===== config.mk =====
export PLATFORM = sky130hd
export DESIGN_NAME = spi_ptr_front
export DESIGN_NICKNAME = d
export VERILOG_FILES = /design/src/rtl/spi_ptr_pkg.sv /design/src/rtl/spi_pin_sync.sv /design/src/rtl/spi_bit_shifter.sv /design/src/rtl/spi_ptr_bank.sv /design/src/rtl/spi_ptr_front.sv
export SDC_FILE = /design/constraint.sdc
export NUM_CORES = 1
export LEC_CHECK = 0
export ABC_CLOCK_PERIOD_IN_PS = 4100
export BUFFER_PORTS_ARGS = -buffer_cell sky130_fd_sc_hd__buf_2
export CORE_ASPECT_RATIO = 2
export CORE_UTILIZATION = 55
export CTS_BUF_LIST = sky130_fd_sc_hd__clkbuf_4
export CTS_CLUSTER_SIZE = 30
export DETAILED_ROUTE_END_ITERATION = 8
export MAX_ROUTING_LAYER = met4
export PLACE_DENSITY_LB_ADDON = 0.25
export SETUP_SLACK_MARGIN = 0.2
export SLEW_MARGIN = 15
export SYNTH_ARGS = -nofsm -noshare
export SYNTH_HDL_FRONTEND = slang
export SYNTH_SLANG_ARGS = --single-unit

===== constraint.sdc =====
create_clock -name clk -period 4.1 [get_ports clk]
set_input_delay 1.025 -clock clk [delete_from_list [all_inputs] [get_ports clk]]
set_output_delay 1.025 -clock clk [all_outputs]
set_load 0.01 [all_outputs]

===== src/rtl/spi_ptr_pkg.sv =====
package spi_ptr_pkg;

  typedef enum logic [2:0] {
    MD_IDLE, MD_CFG, MD_PRD, MD_PWR, MD_FRD, MD_FWR, MD_DROP
  } md_t;

  localparam logic [7:0] OP_CFG    = 8'h10;
  localparam logic [7:0] OP_PRD    = 8'h20;
  localparam logic [7:0] OP_PWR    = 8'h30;
  localparam logic [5:0] SEL_GROUP = 6'b110110;
  localparam logic [1:0] FW_TAG    = 2'b01;
  localparam logic [1:0] FR_TAG    = 2'b10;

  typedef struct packed {
    md_t        mode;
    logic       sel_wr;
    logic [1:0] sel;
    logic       fast_ld;
    logic       rd_go;
  } dec_t;

  // Opcode decode. The select group maps low bits 11,00,01,10 to select 00,01,10,11.
  function automatic dec_t decode_op(input logic [7:0] op);
    dec_t d;
    d = '0;
    d.mode = MD_DROP;
    if (op == OP_CFG) begin
      d.mode = MD_CFG;
    end else if (op == OP_PRD) begin
      d.mode  = MD_PRD;
      d.rd_go = 1'b1;
    end else if (op == OP_PWR) begin
      d.mode = MD_PWR;
    end else if (op[7:2] == SEL_GROUP) begin
      d.sel_wr = 1'b1;
      d.sel    = op[1:0] + 2'd1;
    end else if (op[7:6] == FW_TAG) begin
      d.mode    = MD_FWR;
      d.fast_ld = 1'b1;
    end else if (op[7:6] == FR_TAG) begin
      d.mode    = MD_FRD;
      d.fast_ld = 1'b1;
      d.rd_go   = 1'b1;
    end
    return d;
  endfunction

endpackage


===== src/rtl/spi_pin_sync.sv =====
module spi_pin_sync #(
  parameter int STAGES = 2
) (
  input  logic clk,
  input  logic rst,
  input  logic sck_i,
  input  logic mosi_i,
  input  logic csn_i,
  output logic sck_rise,
  output logic sck_fall,
  output logic mosi_s,
  output logic cs_act
);
  // bit 2 = cs_n, bit 1 = mosi, bit 0 = sck
  logic [STAGES-1:0][2:0] stg;
  logic                   sck_d;
  logic [2:0]             last;

  assign last = stg[STAGES-1];

  always_ff @(posedge clk) begin
    if (rst) begin
      for (int i = 0; i < STAGES; i++) stg[i] <= 3'b100;
      sck_d <= 1'b0;
    end else begin
      stg[0] <= {csn_i, mosi_i, sck_i};
      for (int i = 1; i < STAGES; i++) stg[i] <= stg[i-1];
      sck_d <= last[0];
    end
  end

  assign cs_act   = ~last[2];
  assign mosi_s   = last[1];
  assign sck_rise = cs_act &  last[0] & ~sck_d;
  assign sck_fall = cs_act & ~last[0] &  sck_d;
endmodule


===== src/rtl/spi_bit_shifter.sv =====
module spi_bit_shifter #(
  parameter int DW  = 16,
  parameter int OPW = 8
) (
  input  logic          clk,
  input  logic          rst,
  input  logic          cs_act,
  input  logic          sck_rise,
  input  logic          sck_fall,
  input  logic          mosi_s,
  input  logic          tx_load,
  input  logic [DW-1:0] tx_val,
  output logic          op_done,
  output logic          word_done,
  output logic [DW-1:0] rx_next,
  output logic          miso
);
  localparam int CW = $clog2(DW);

  logic [CW-1:0] cnt;
  logic          in_op;
  logic [DW-1:0] rx_sr;
  logic [DW-1:0] tx_sr;

  assign rx_next   = {rx_sr[DW-2:0], mosi_s};
  assign op_done   = sck_rise &  in_op && (cnt == CW'(OPW - 1));
  assign word_done = sck_rise && !in_op && (cnt == CW'(DW - 1));

  always_ff @(posedge clk) begin
    if (rst || !cs_act) begin
      cnt   <= '0;
      in_op <= 1'b1;
      rx_sr <= '0;
    end else if (sck_rise) begin
      rx_sr <= rx_next;
      if (op_done || word_done) begin
        cnt   <= '0;
        in_op <= 1'b0;
      end else begin
        cnt <= cnt + CW'(1);
      end
    end
  end

  always_ff @(posedge clk) begin
    if (rst || !cs_act) begin
      tx_sr <= '0;
      miso  <= 1'b0;
    end else if (tx_load) begin
      tx_sr <= tx_val;
    end else if (sck_fall) begin
      miso  <= tx_sr[DW-1];
      tx_sr <= {tx_sr[DW-2:0], 1'b0};
    end
  end


  no_double_strobe_chk: assert property (@(posedge clk) disable iff (rst)
    word_done |=> !word_done);
endmodule


===== src/rtl/spi_ptr_bank.sv =====
module spi_ptr_bank #(
  parameter int AW   = 16,
  parameter int DW   = 16,
  parameter int NPTR = 4,
  parameter int SW   = 2
) (
  input  logic          clk,
  input  logic          rst,
  input  logic          cfg_wr,
  input  logic [DW-1:0] cfg_val,
  input  logic          sel_wr,
  input  logic [SW-1:0] sel_val,
  input  logic          ptr_wr,
  input  logic [SW-1:0] ptr_wr_idx,
  input  logic [AW-1:0] ptr_wr_val,
  input  logic          inc_act,
  input  logic          fast_load,
  input  logic [AW-1:0] fast_val,
  input  logic          inc_fast,
  input  logic [SW-1:0] rd_idx,
  output logic [DW-1:0] cfg_q,
  output logic [AW-1:0] act_ptr,
  output logic [AW-1:0] fast_ptr,
  output logic [AW-1:0] ptr_rd_val
);
  logic [AW-1:0]      ptr_q  [NPTR];
  logic [AW-1:0]      ptr_nx [NPTR];
  logic [NPTR*AW-1:0] ptr_flat;
  logic [SW-1:0]      sel_q;

  assign sel_q = cfg_q[SW-1:0];

  for (genvar g = 0; g < NPTR; g++) begin : g_ptr
    assign ptr_nx[g] = (ptr_wr && ptr_wr_idx == SW'(g)) ? ptr_wr_val :
                       (inc_act && sel_q == SW'(g))     ? ptr_q[g] + AW'(1) :
                                                          ptr_q[g];
    assign ptr_flat[g*AW +: AW] = ptr_q[g];
  end

  always_ff @(posedge clk) begin
    for (int i = 0; i < NPTR; i++) ptr_q[i] <= rst ? '0 : ptr_nx[i];
  end

  always_ff @(posedge clk) begin
    if (rst) begin
      cfg_q <= '0;
    end else if (cfg_wr) begin
      cfg_q <= cfg_val;
    end else if (sel_wr) begin
      cfg_q[SW-1:0] <= sel_val;
    end
  end

  always_ff @(posedge clk) begin
    if (rst)            fast_ptr <= '0;
    else if (fast_load) fast_ptr <= fast_val;
    else if (inc_fast)  fast_ptr <= fast_ptr + AW'(1);
  end

  assign act_ptr    = ptr_q[sel_q];
  assign ptr_rd_val = ptr_q[rd_idx];


  sel_reset_chk: assert property (@(posedge clk) disable iff (rst)
    $fell(rst) |-> (cfg_q[SW-1:0] == '0));

  sel_keep_chk: assert property (@(posedge clk) disable iff (rst)
    (sel_wr && !cfg_wr) |=> ($stable(cfg_q[DW-1:SW]) && cfg_q[SW-1:0] == $past(sel_val)));

  fast_keeps_ptrs_chk: assert property (@(posedge clk) disable iff (rst)
    (fast_load && !ptr_wr && !inc_act) |=> $stable(ptr_flat));

  act_inc_chk: assert property (@(posedge clk) disable iff (rst)
    (inc_act && !ptr_wr && !sel_wr && !cfg_wr) |=> (act_ptr == $past(act_ptr) + AW'(1)));
endmodule


===== src/rtl/spi_ptr_front.sv =====
module spi_ptr_front
  import spi_ptr_pkg::*;
#(
  parameter int DW          = 16,
  parameter int AW          = 16,
  parameter int OPW         = 8,
  parameter int SYNC        = 2,
  parameter int NPTR        = 4,
  parameter int PTR_BASE    = 11,
  parameter int FAST_AW     = 6,
  parameter int FAST_RD_MAX = 15,
  parameter int FAST_WR_MAX = 63
) (
  input  logic          clk,
  input  logic          rst,
  input  logic          spi_sck,
  input  logic          spi_mosi,
  input  logic          spi_cs_n,
  output logic          spi_miso,
  output logic [AW-1:0] bus_addr,
  output logic          bus_rd,
  output logic          bus_wr,
  output logic [DW-1:0] bus_wdata,
  input  logic [DW-1:0] bus_rdata,
  output logic [DW-1:0] cfg_word
);
  localparam int SW = $clog2(NPTR);

  logic          sck_rise, sck_fall, mosi_s, cs_act;
  logic          op_done, word_done;
  logic [DW-1:0] rx_next;
  logic          tx_load;
  logic [DW-1:0] tx_val;

  spi_pin_sync #(.STAGES(SYNC)) sync_i (
    .clk(clk), .rst(rst), .sck_i(spi_sck), .mosi_i(spi_mosi), .csn_i(spi_cs_n),
    .sck_rise(sck_rise), .sck_fall(sck_fall), .mosi_s(mosi_s), .cs_act(cs_act)
  );

  spi_bit_shifter #(.DW(DW), .OPW(OPW)) shift_i (
    .clk(clk), .rst(rst), .cs_act(cs_act), .sck_rise(sck_rise), .sck_fall(sck_fall),
    .mosi_s(mosi_s), .tx_load(tx_load), .tx_val(tx_val), .op_done(op_done),
    .word_done(word_done), .rx_next(rx_next), .miso(spi_miso)
  );

  // Frame control
  md_t           mode_q;
  logic          rd_req, wr_req, req_fast;
  logic [DW-1:0] wdata_q;
  dec_t          dec;
  logic [7:0]    op_byte;
  logic          mode_fast;

  assign op_byte   = rx_next[7:0];
  assign dec       = decode_op(op_byte);
  assign mode_fast = (mode_q == MD_FRD) || (mode_q == MD_FWR);

  always_ff @(posedge clk) begin
    if (rst) begin
      mode_q   <= MD_IDLE;
      rd_req   <= 1'b0;
      wr_req   <= 1'b0;
      req_fast <= 1'b0;
      wdata_q  <= '0;
    end else begin
      rd_req <= 1'b0;
      wr_req <= 1'b0;
      if (!cs_act) begin
        mode_q <= MD_IDLE;
      end else if (op_done) begin
        mode_q   <= dec.mode;
        rd_req   <= dec.rd_go;
        req_fast <= dec.fast_ld;
      end else if (word_done) begin
        case (mode_q)
          MD_CFG: mode_q <= MD_DROP;
          MD_PRD, MD_FRD: begin
            rd_req   <= 1'b1;
            req_fast <= mode_fast;
          end
          MD_PWR, MD_FWR: begin
            wr_req   <= 1'b1;
            req_fast <= mode_fast;
            wdata_q  <= rx_next;
          end
          default: ;
        endcase
      end
    end
  end

  // Pointer bank
  logic [AW-1:0] act_ptr, fast_ptr, ptr_rd_val, acc_ptr;
  logic [SW-1:0] acc_idx;
  logic          acc_hit, rd_ok, wr_ok;

  assign acc_ptr = req_fast ? fast_ptr : act_ptr;
  assign acc_hit = (acc_ptr >= AW'(PTR_BASE)) && (acc_ptr <= AW'(PTR_BASE + NPTR - 1));
  assign acc_idx = SW'(acc_ptr - AW'(PTR_BASE));
  assign rd_ok   = !req_fast || (acc_ptr <= AW'(FAST_RD_MAX));
  assign wr_ok   = !req_fast || (acc_ptr <= AW'(FAST_WR_MAX));

  spi_ptr_bank #(.AW(AW), .DW(DW), .NPTR(NPTR), .SW(SW)) bank_i (
    .clk(clk), .rst(rst),
    .cfg_wr(word_done && mode_q == MD_CFG), .cfg_val(rx_next),
    .sel_wr(op_done && dec.sel_wr), .sel_val(SW'(dec.sel)),
    .ptr_wr(wr_req && wr_ok && acc_hit), .ptr_wr_idx(acc_idx), .ptr_wr_val(AW'(wdata_q)),
    .inc_act((word_done && mode_q == MD_PRD) || (wr_req && !req_fast)),
    .fast_load(op_done && dec.fast_ld), .fast_val(AW'(op_byte[FAST_AW-1:0])),
    .inc_fast((word_done && mode_q == MD_FRD) || (wr_req && req_fast)),
    .rd_idx(acc_idx), .cfg_q(cfg_word), .act_ptr(act_ptr), .fast_ptr(fast_ptr),
    .ptr_rd_val(ptr_rd_val)
  );

  // Bus port and read return
  logic          bus_fast_q;
  logic          ld_p1, ld_p2, int_p1, int_p2, zero_p1, zero_p2;
  logic [DW-1:0] int_d1, int_d2;

  always_ff @(posedge clk) begin
    if (rst) begin
      bus_rd     <= 1'b0;
      bus_wr     <= 1'b0;
      bus_addr   <= '0;
      bus_wdata  <= '0;
      bus_fast_q <= 1'b0;
      {ld_p1, ld_p2, int_p1, int_p2, zero_p1, zero_p2} <= '0;
      int_d1     <= '0;
      int_d2     <= '0;
    end else begin
      bus_rd <= rd_req && rd_ok && !acc_hit;
      bus_wr <= wr_req && wr_ok && !acc_hit;
      if (rd_req || wr_req) begin
        bus_addr   <= acc_ptr;
        bus_fast_q <= req_fast;
      end
      if (wr_req) bus_wdata <= wdata_q;
      ld_p1   <= rd_req;
      int_p1  <= acc_hit;
      zero_p1 <= !rd_ok;
      int_d1  <= DW'(ptr_rd_val);
      ld_p2   <= ld_p1;
      int_p2  <= int_p1;
      zero_p2 <= zero_p1;
      int_d2  <= int_d1;
    end
  end

  assign tx_load = ld_p2;
  assign tx_val  = zero_p2 ? '0 : (int_p2 ? int_d2 : bus_rdata);


  strobe_excl_chk: assert property (@(posedge clk) disable iff (rst)
    $onehot0({bus_rd, bus_wr}));

  fast_rd_range_chk: assert property (@(posedge clk) disable iff (rst)
    (bus_rd && bus_fast_q) |-> (bus_addr <= AW'(FAST_RD_MAX)));

  fast_wr_range_chk: assert property (@(posedge clk) disable iff (rst)
    (bus_wr && bus_fast_q) |-> (bus_addr <= AW'(FAST_WR_MAX)));

  ptr_off_bus_chk: assert property (@(posedge clk) disable iff (rst)
    (bus_rd || bus_wr) |->
      !((bus_addr >= AW'(PTR_BASE)) && (bus_addr <= AW'(PTR_BASE + NPTR - 1))));
endmodule


After elaboration in Yosys (flattened, before gate mapping)
Memory sizes are Yosys's and may differ from the RTL's. A register that Yosys moved wholly into a read port is not among the register bits.
Index checks and enable logic that the tools add are counted.
- input bits: 21
- latch bits: 0
- memories: 1
- ROM bits: 0
- word-level logic and storage cells: 175
- register bits after elaboration: 154
- output and inout bits: 51
- RAM bits: 64
- shift operators: 0
- $lt $le $gt $ge: 4
- $mul: 0
- bitwise gates (word level): 11
- reduce and logical (&&, ||, !) cells: 55
- add/subtract/negate cells: 8
- multiplexer cells: 49
- divide/modulo/power cells: 0
- eq/ne operators: 19
- memory list (memory ; depth ; width ; rd ports ; clocked after Yosys merged registers in ; write ports ; line ; source):
    bank_i.ptr_q ; 4 ; 16 ; 6 ; 2 ; 4 ; spi_ptr_bank.sv:26 ; logic [AW-1:0] ptr_q [NPTR];
- operators by type and width (kind ; number):
    2-to-1 mux 16 bit ; 17
    adder 16 x 1 -> 16 bit (second input constant) ; 5
    less-or-equal comparator 16 x 4 -> 1 bit (second input constant) ; 2
    2-to-1 mux 3 bit ; 9
    logical AND 1 bit ; 24
    equality test 8 x 6 -> 1 bit (second input constant) ; 2
    >= comparator 16 x 4 -> 1 bit (second input constant) ; 1
    less-or-equal comparator 16 x 6 -> 1 bit (second input constant) ; 1
    2-to-1 mux 2 bit ; 7
    2-to-1 mux 6 bit ; 2
    nonzero test 2 bit ; 6
    equality test 2 bit (second input constant) ; 5
    2-to-1 mux 1 bit ; 10
    2-to-1 mux 5 bit ; 2
    equality test 8 x 5 -> 1 bit (second input constant) ; 1
    logical OR 1 bit ; 8
    2-to-1 mux 4 bit ; 2
    OR reduction 2 bit ; 4
    OR reduction 4 bit ; 2
    equality test 2 x 1 -> 1 bit (second input constant) ; 3
    equality test 3 x 2 -> 1 bit (second input constant) ; 2
    equality test 3 bit (second input constant) ; 2
    equality test 6 bit (second input constant) ; 1
    NOT 1 bit ; 6
    12 further kinds ; 22

Depth between registers and ports, before layout
Gate-level depths: netlist (run 1).
- word-level depth: 12
- depth in mapped cells: 16
- depth with buffers taken out: 11

By module
From an unflattened synthesis (run 1), not the netlist that was laid out.
- cell total of the unflattened synthesis: 1163
- area, all modules: 11254.5 µm²
- by module, submodules not included (module ; times used ; seq. area each (µm²) ; area each (µm²) ; cells an instance):
    spi_ptr_bank ; 1 ; 1961.9 ; 5571.6 ; 606
    spi_ptr_front ; 1 ; 1881.8 ; 3854.9 ; 390
    spi_bit_shifter ; 1 ; 740.7 ; 1625.3 ; 150
    spi_pin_sync ; 1 ; 140.1 ; 202.7 ; 17

Worst setup path after synthesis (run 1)
Ideal clock, no wire load.
- path kind: register -> register
- from: register with a tool-made name
- to: memory bank_i.ptr_q[1][0]
- buffers on the path: 6
- cell stages (with the launch flop): 15
- data arrival time: 3364 ps
- setup time: 121 ps
- path slack: 615 ps
- data required time: 3979 ps
- period minus slack after synthesis: 3485 ps
- path through: dfxtp_1 > buf_6 > buf_6 > buf_6 > mux4_2 > mux2i_4 > buf_6 > ha_1 > nor3_1 > o31ai_2 > and4_1 > buf_6 > and4_1 > buf_6 > mux2_2
- RTL lines (what ; line):
    end: declaration ; spi_ptr_bank.sv:26

==> results.json, run 1 <==
{
  "largest_reg_flops": 64,
  "power.leakage_nw": 5.12,
  "reg2reg_to": "bank_i.ptr_q[1][0]$_SDFFE_PP0P_",
  "required_ps": 4660,
  "postLayoutCellArea_um2": 12800,
  "rsz0062_at_grt": "false",
  "totalWireLength_um": 32500,
  "root_buffer": "clkbuf_4",
  "yosys.cell_types.count": 78,
  "ir_worst_vdd_uv": 185,
  "place_ws_ps": 762,
  "start_util_pct": 55.8,
  "syn_area_um2": 11700,
  "fillers": 1891,
  "reg2reg_slack_ps": 750,
  "hold_start": "int_d1[0]$_SDFF_PP0_",
  "insertion_delay_ps": 710,
  "holdPathEnd": "int_d2[0]$_SDFF_PP0_",
  "dp_hpwl_um": 23900,
  "cts.reportedPaths.clkPinSlew_ps": 80,
  "core_area_um2": 20900,
  "fin_ws_ps": 745,
  "crit_type": "flip-flop to flip-flop",
  "synthXorXnorAreaFrac_pct": 5.92,
  "fp-row-count": 75,
  "synthAdderAreaFrac_pct": 1.71,
  "gr-total-overflow": 0,
  "powerDensity_nw_per_um2": 326,
  "final-max-slew-violation-count": 0,
  "clock_path_buffers": 3,
  "synth_compound_area_share_pct": 9.55,
  "fin_tns_setup_ps": 0,
  "antenna_found_initial": 1,
  "synth_top_family_by_area": "simple AND/OR/NAND/NOR gates",
  "final_common_cell": "dfxtp_1",
  "hold_path_depth": 1,
  "period_needed_ps": 3350,
  "vias": 9463,
  "synth_ff_type": "dfxtp_1",
  "fin_cells": 1613,
  "syn_inst": 1237,
  "place_area_um2": 12200,
  "setup_viol": 0,
  "post-cts-setup-buffers": 0,
  "min_path_type": "flip-flop to flip-flop",
  "ctsHtreeMaxLevel": 2,
  "grt_pass1_vias": 9521,
  "dieArea_um2": 21900,
  "skew_ps": 59.5,
  "avgSynthCellArea_um2": 9.44,
  "final_cell_mix": "236 x dfxtp_1, 176 x nand2_1, 110 x mux2i_1, 101 x nor2_1, 75 x clkbuf_4",
  "die_w_um": 105,
  "yosysTopAreaCell": "dfxtp_1",
  "wl_per_cell_um": 20.1,
  "relSlewSlack_pct": 20.9,
  "drc": 0,
  "cts_buffers": 51,
  "clock.fmax_mhz": 298,
  "synth_top_area_share_pct": 40.4,
  "crit_arrival_ps": 3910,
  "cap_violations": 0,
  "end_kind": "flip-flop",
  "top_register": "bank_i.ptr_q",
  "grt_usage_pct": 31.1,
  "cts_resized": 0,
  "io_buffer_count": 71,
  "period_share_pct": 81.8,
  "drive_gt1_share_pct": 18.7,
  "grt_pass1_wl_um": 51200,
  "async_flop_share_pct": 0,
  "reg2regPathDepth": 11,
  "dr.pass1.iters": 5,
  "hold_viol": 0,
  "cts.hold.buffers_added": 0,
  "grt_start_max_net_pins": 64,
  "startpoint_type": "flip-flop",
  "area_growth_pct": 9.48,
  "dpl.cell_count": 1521,
  "routabilityCongestion": 0.975,
  "ys_seq_area_share_pct": 40.4,
  "synth_mux_area_share_pct": 16.8,
  "ys_warn_count": 0,
  "syn_nets": 1274,
  "layout.nets": 1342,
  "max_slew.worst_pin.slew_ps": 1180,
  "cts_tree": "built",
  "ys_seq_elements": 236,
  "hold_ws_ps": 434,
  "die_h_um": 208,
  "clock_sinks": 236,
  "synth-edff-count": 0,
  "postRouteAntennaNets": 0,
  "top_level_ports": 72,
  "status": "completed",
  "worstPathMaxFanout": 32,
  "synthSimpleGateAreaFrac_pct": 21.4,
  "initialDrtViolationCount": 530,
  "via_per_inst": 5.87,
  "synth.area.top_cells": "dfxtp_1 40%, mux2i_1 9.4%, nand2_1 5.7%, xor2_1 3.7%, nor2_1 3.2%"
}
-- critical path, stage by stage, from the launching register on --
cell and delay [ps]:
dfxtp_1 360, buf_4 390, a21oi_1 130, o21a_1 240
inv_1 90, ha_1 260, nor3_1 100, o31ai_2 310
and4_1 440, and4_1 270, buf_4 290, mux2_2 370
-- cell usage after synthesis (all sizes together) (17+ instances only) --
master	n
dfxtp	236
nand2	176
mux2i	111
nor2	102
a21oi	54
xor2	50
clkbuf	49
buf	33
nand4	32
nor2b	32
nor3	32
mux2	29
xnor2	29
and2	26
nand3	24
mux4	21
a22oi	20
inv	17
-- worst max-delay path by stage --
stage / end / slack, ps / startpoint / cells after the start
2_1_floorplan: bank_i.ptr_q[1][0]$_SDFFE_PP0P_ / 620 / flip-flop / 14
3_3_place_gp: bank_i.ptr_q[1][1]$_SDFFE_PP0P_ / 790 / flip-flop / 11
3_5_place_dp: bank_i.ptr_q[1][1]$_SDFFE_PP0P_ / 760 / flip-flop / 11
4_1_cts: bank_i.ptr_q[1][0]$_SDFFE_PP0P_ / 740 / flip-flop / 11
5_1_grt: bank_i.ptr_q[1][1]$_SDFFE_PP0P_ / 510 / flip-flop / 11
6_report: bank_i.ptr_q[1][0]$_SDFFE_PP0P_ / 750 / flip-flop / 11
-- through the flow --
step | util, % | power, mW
global route | 61.1 | 4.32
finish | 61.1 | 4.17
CTS | 61.1 | 4.20
detailed placement | 58.1 | 2.45
floorplan | - | 2.42
global placement | 58.1 | 2.45
-- layer usage --
metal	up-vias	global-route usage (%)	share of wire, %
li1	4532	-	-
met1	4561	31.3	36
met2	268	54.3	52
met3	102	3.67	3.5
met4	0	23.7	8.2
met5	-	-	0
-- cell type report --
| class | count | area, um2 | area share (%) |
|---|---|---|---|
| multi-input combinational | 902 | 6470 | 50.6 |
| timing repair buffer | 97 | 553 | 4.32 |
| sequential | 236 | 4720 | 36.9 |
| inverter | 17 | 63.8 | 0.499 |
| tap | 269 | 337 | 2.63 |
| clock inverter | 16 | 72.6 | 0.567 |
| antenna | 1 | 2.50 | 0.0196 |
| clock buffer | 75 | 563 | 4.40 |
-- power by group --
part	total [mW]	leakage, nW	switching, mW	internal, mW
sequential	2.30	1.90	0.00520	2.29
combinational	0.0957	2.84	0.0652	0.0305
clock	1.77	0.378	0.933	0.842
total	4.17	5.12	1.00	3.17
-- kinds of logic (layout without fill, tap and decap cells) --
group           count (synthesis)  after routing
compound gates                153            153
xor+xnor                       79             79
fa+ha+maj                      16             16
buf+inv                        99            205
flops                         236            236
mux                           161            161
other cells                     0              1
simple gates                  493            493
(Power assumes the default switching activity.)
==> inputs of run 2 (changes only) <==
- ABC_CLOCK_PERIOD_IN_PS: 4100 -> 3200
- clock period: 4.1 -> 3.2 ns (I/O delays scaled with it)
==> results.json, run 2 (synthesis results as in run 1) <==
{
  "power.switching_mw": 1.28,
  "period_share_pct": 91.8,
  "drc": 0,
  "grt_start_max_net_pins": 66,
  "fp-row-count": 75,
  "crit_buf_inv": 2,
  "io_buffer_count": 71,
  "totalWireLength_um": 37200,
  "grt_usage_pct": 35.8,
  "worstPathMaxFanout": 17,
  "largest_reg_flops": 64,
  "grt_pass1_wl_um": 56900,
  "dieArea_um2": 21900,
  "die_w_um": 105,
  "utilization_pct": 62.6,
  "dp_hpwl_um": 27600,
  "cp.depth": 8,
  "fillers": 1806,
  "slowest_delay_ps": 600,
  "initialDrtViolationCount": 640,
  "vias": 9923,
  "wl_per_cell_um": 22.6,
  "cts_buffers": 53,
  "relSlewSlack_pct": 19.7,
  "gr-total-overflow": 0,
  "pwr-share-clk_pct": 42.8,
  "postRouteAntennaNets": 0,
  "max_slew.worst_pin.slew_ps": 1200,
  "cp_slowest_cell": "nor3_1",
  "root_buffer": "clkbuf_4",
  "skew_ps": 73.7,
  "top_register": "bank_i.ptr_q",
  "dr.pass1.iters": 8,
  "ir_worst_vdd_uv": 252,
  "antenna_found_initial": 2,
  "insertion_delay_ps": 730,
  "core_area_um2": 20900,
  "dpl.cell_count": 1557,
  "hold_path_depth": 2,
  "routabilityCongestion": 1.11,
  "period_needed_ps": 2940,
  "crit_chain": "buf_4 -> nor3_1 -> o21ai_0 -> o211ai_1 -> o2111a_1 -> and4_1 -> buf_6 -> mux2i_1",
  "postLayoutCellArea_um2": 13100,
  "grt_pass1_vias": 9965,
  "ctsHtreeMaxLevel": 2,
  "pwr-share-seq_pct": 54.7,
  "die_h_um": 208,
  "path_delay_family": "simple AND/OR/NAND/NOR gates",
  "drive_gt1_share_pct": 21.1,
  "required_ps": 3790,
  "power.leakage_nw": 5.30,
  "crit_arrival_ps": 3530,
  "intPower_mw": 4.11,
  "rsz0062_at_grt": "false",
  "status": "completed",
  "clock_path_buffers": 3,
  "area_growth_pct": 12.1,
  "setup_viol": 0,
  "switching_share_pct": 23.7,
  "crit_type": "flip-flop to flip-flop",
  "clock_sinks": 236,
  "via_per_inst": 6.03,
  "startpoint_type": "flip-flop",
  "cts_tree": "built",
  "hold_viol": 0,
  "end_kind": "flip-flop",
  "top_level_ports": 72,
  "reg2regPathDepth": 8,
  "clock.fmax_mhz": 341,
  "combPwrFrac_pct": 2.4,
  "layout.nets": 1380,
  "start_util_pct": 55.8,
  "post-cts-setup-buffers": 0,
  "final_common_cell": "dfxtp_1",
  "final_cell_mix": "235 x dfxtp_1, 176 x nand2_1, 110 x mux2i_1, 100 x nor2_1, 73 x clkbuf_4",
  "min_path_type": "primary input to flip-flop",
  "cts.reportedPaths.clkPinSlew_ps": 70,
  "place_area_um2": 12500,
  "cap_violations": 0,
  "final-max-slew-violation-count": 0,
  "fin_cells": 1645,
  "powerDensity_nw_per_um2": 411
}
[run 2: path summary, 6_finish.rpt]
| kind | start | to | slack (ps) |
|---|---|---|---|
| min | spi_cs_n | sync_i.stg[2]$_SDFF_PP1_ | 330 |
| max reg2reg | flip-flop | bank_i.ptr_q[1][2]$_SDFFE_PP0P_ | 260 |
| max | flip-flop | bank_i.ptr_q[1][2]$_SDFFE_PP0P_ | 260 |
| min reg2reg | sync_i.stg[2]$_SDFF_PP1_ | sync_i.last[2]$_SDFF_PP1_ | 430 |
[run 2: stage by stage]
stage	total power, mW	worst slack (ps)	TNS (ps)	hold WS, ps
2_1_floorplan	3.11	-86.6	-554	389
3_3_place_gp	3.15	294	0	418
3_5_place_dp	3.15	245	0	415
4_1_cts	5.41	244	0	302
5_1_grt	5.57	218	0	283
6_report	5.39	263	0	332
[run 2: final cells by class]
class	count	area, um2	area share [%]
clock buffers	73	548	4.18
flip-flops and latches	236	4730	36.1
diodes	2	5.00	0.0382
well taps	269	337	2.57
repair buffers	133	831	6.34
multi-input cells	902	6510	49.7
clock inverters	13	85.1	0.649
inverters	17	63.8	0.487
[run 2: metal layers]
metal  global-route usage, %  wire, um  vias to the layer above
met1                    34.3     12500                     4725
met2                    61.2     18900                      407
met5                       -         0                        -
met4                    30.1      3480                        0
li1                        -         -                     4621
met3                    7.08      2230                      170
[run 2: power groups by stage]
| stage | sequential (mW) | combinational (mW) | clock [mW] |
|---|---|---|---|
| 2_1_floorplan | 3.01 | 0.0955 | 0 |
| 3_3_place_gp | 3.02 | 0.130 | 0 |
| 3_5_place_dp | 3.02 | 0.131 | 0 |
| 4_1_cts | 2.95 | 0.131 | 2.33 |
| 5_1_grt | 2.95 | 0.143 | 2.48 |
| 6_report | 2.95 | 0.132 | 2.31 |
[run 2: worst reg2reg max path, delay by kind of cell, from the launching register on]
kind            cells  cell delay (ps)
compound gates      3              800
buf+inv             2              480
flops               1              360
mux                 1              230
simple gates        2              980
[run 2: timing repair]
| item | 4_1_cts | 5_1_grt |
|---|---|---|
| endpoints found under the setup margin | 0 | 23 |
| gates resized for setup | 0 | 4 |
| hold buffers | 0 | 0 |
| hold endpoints to repair | 0 | 0 |
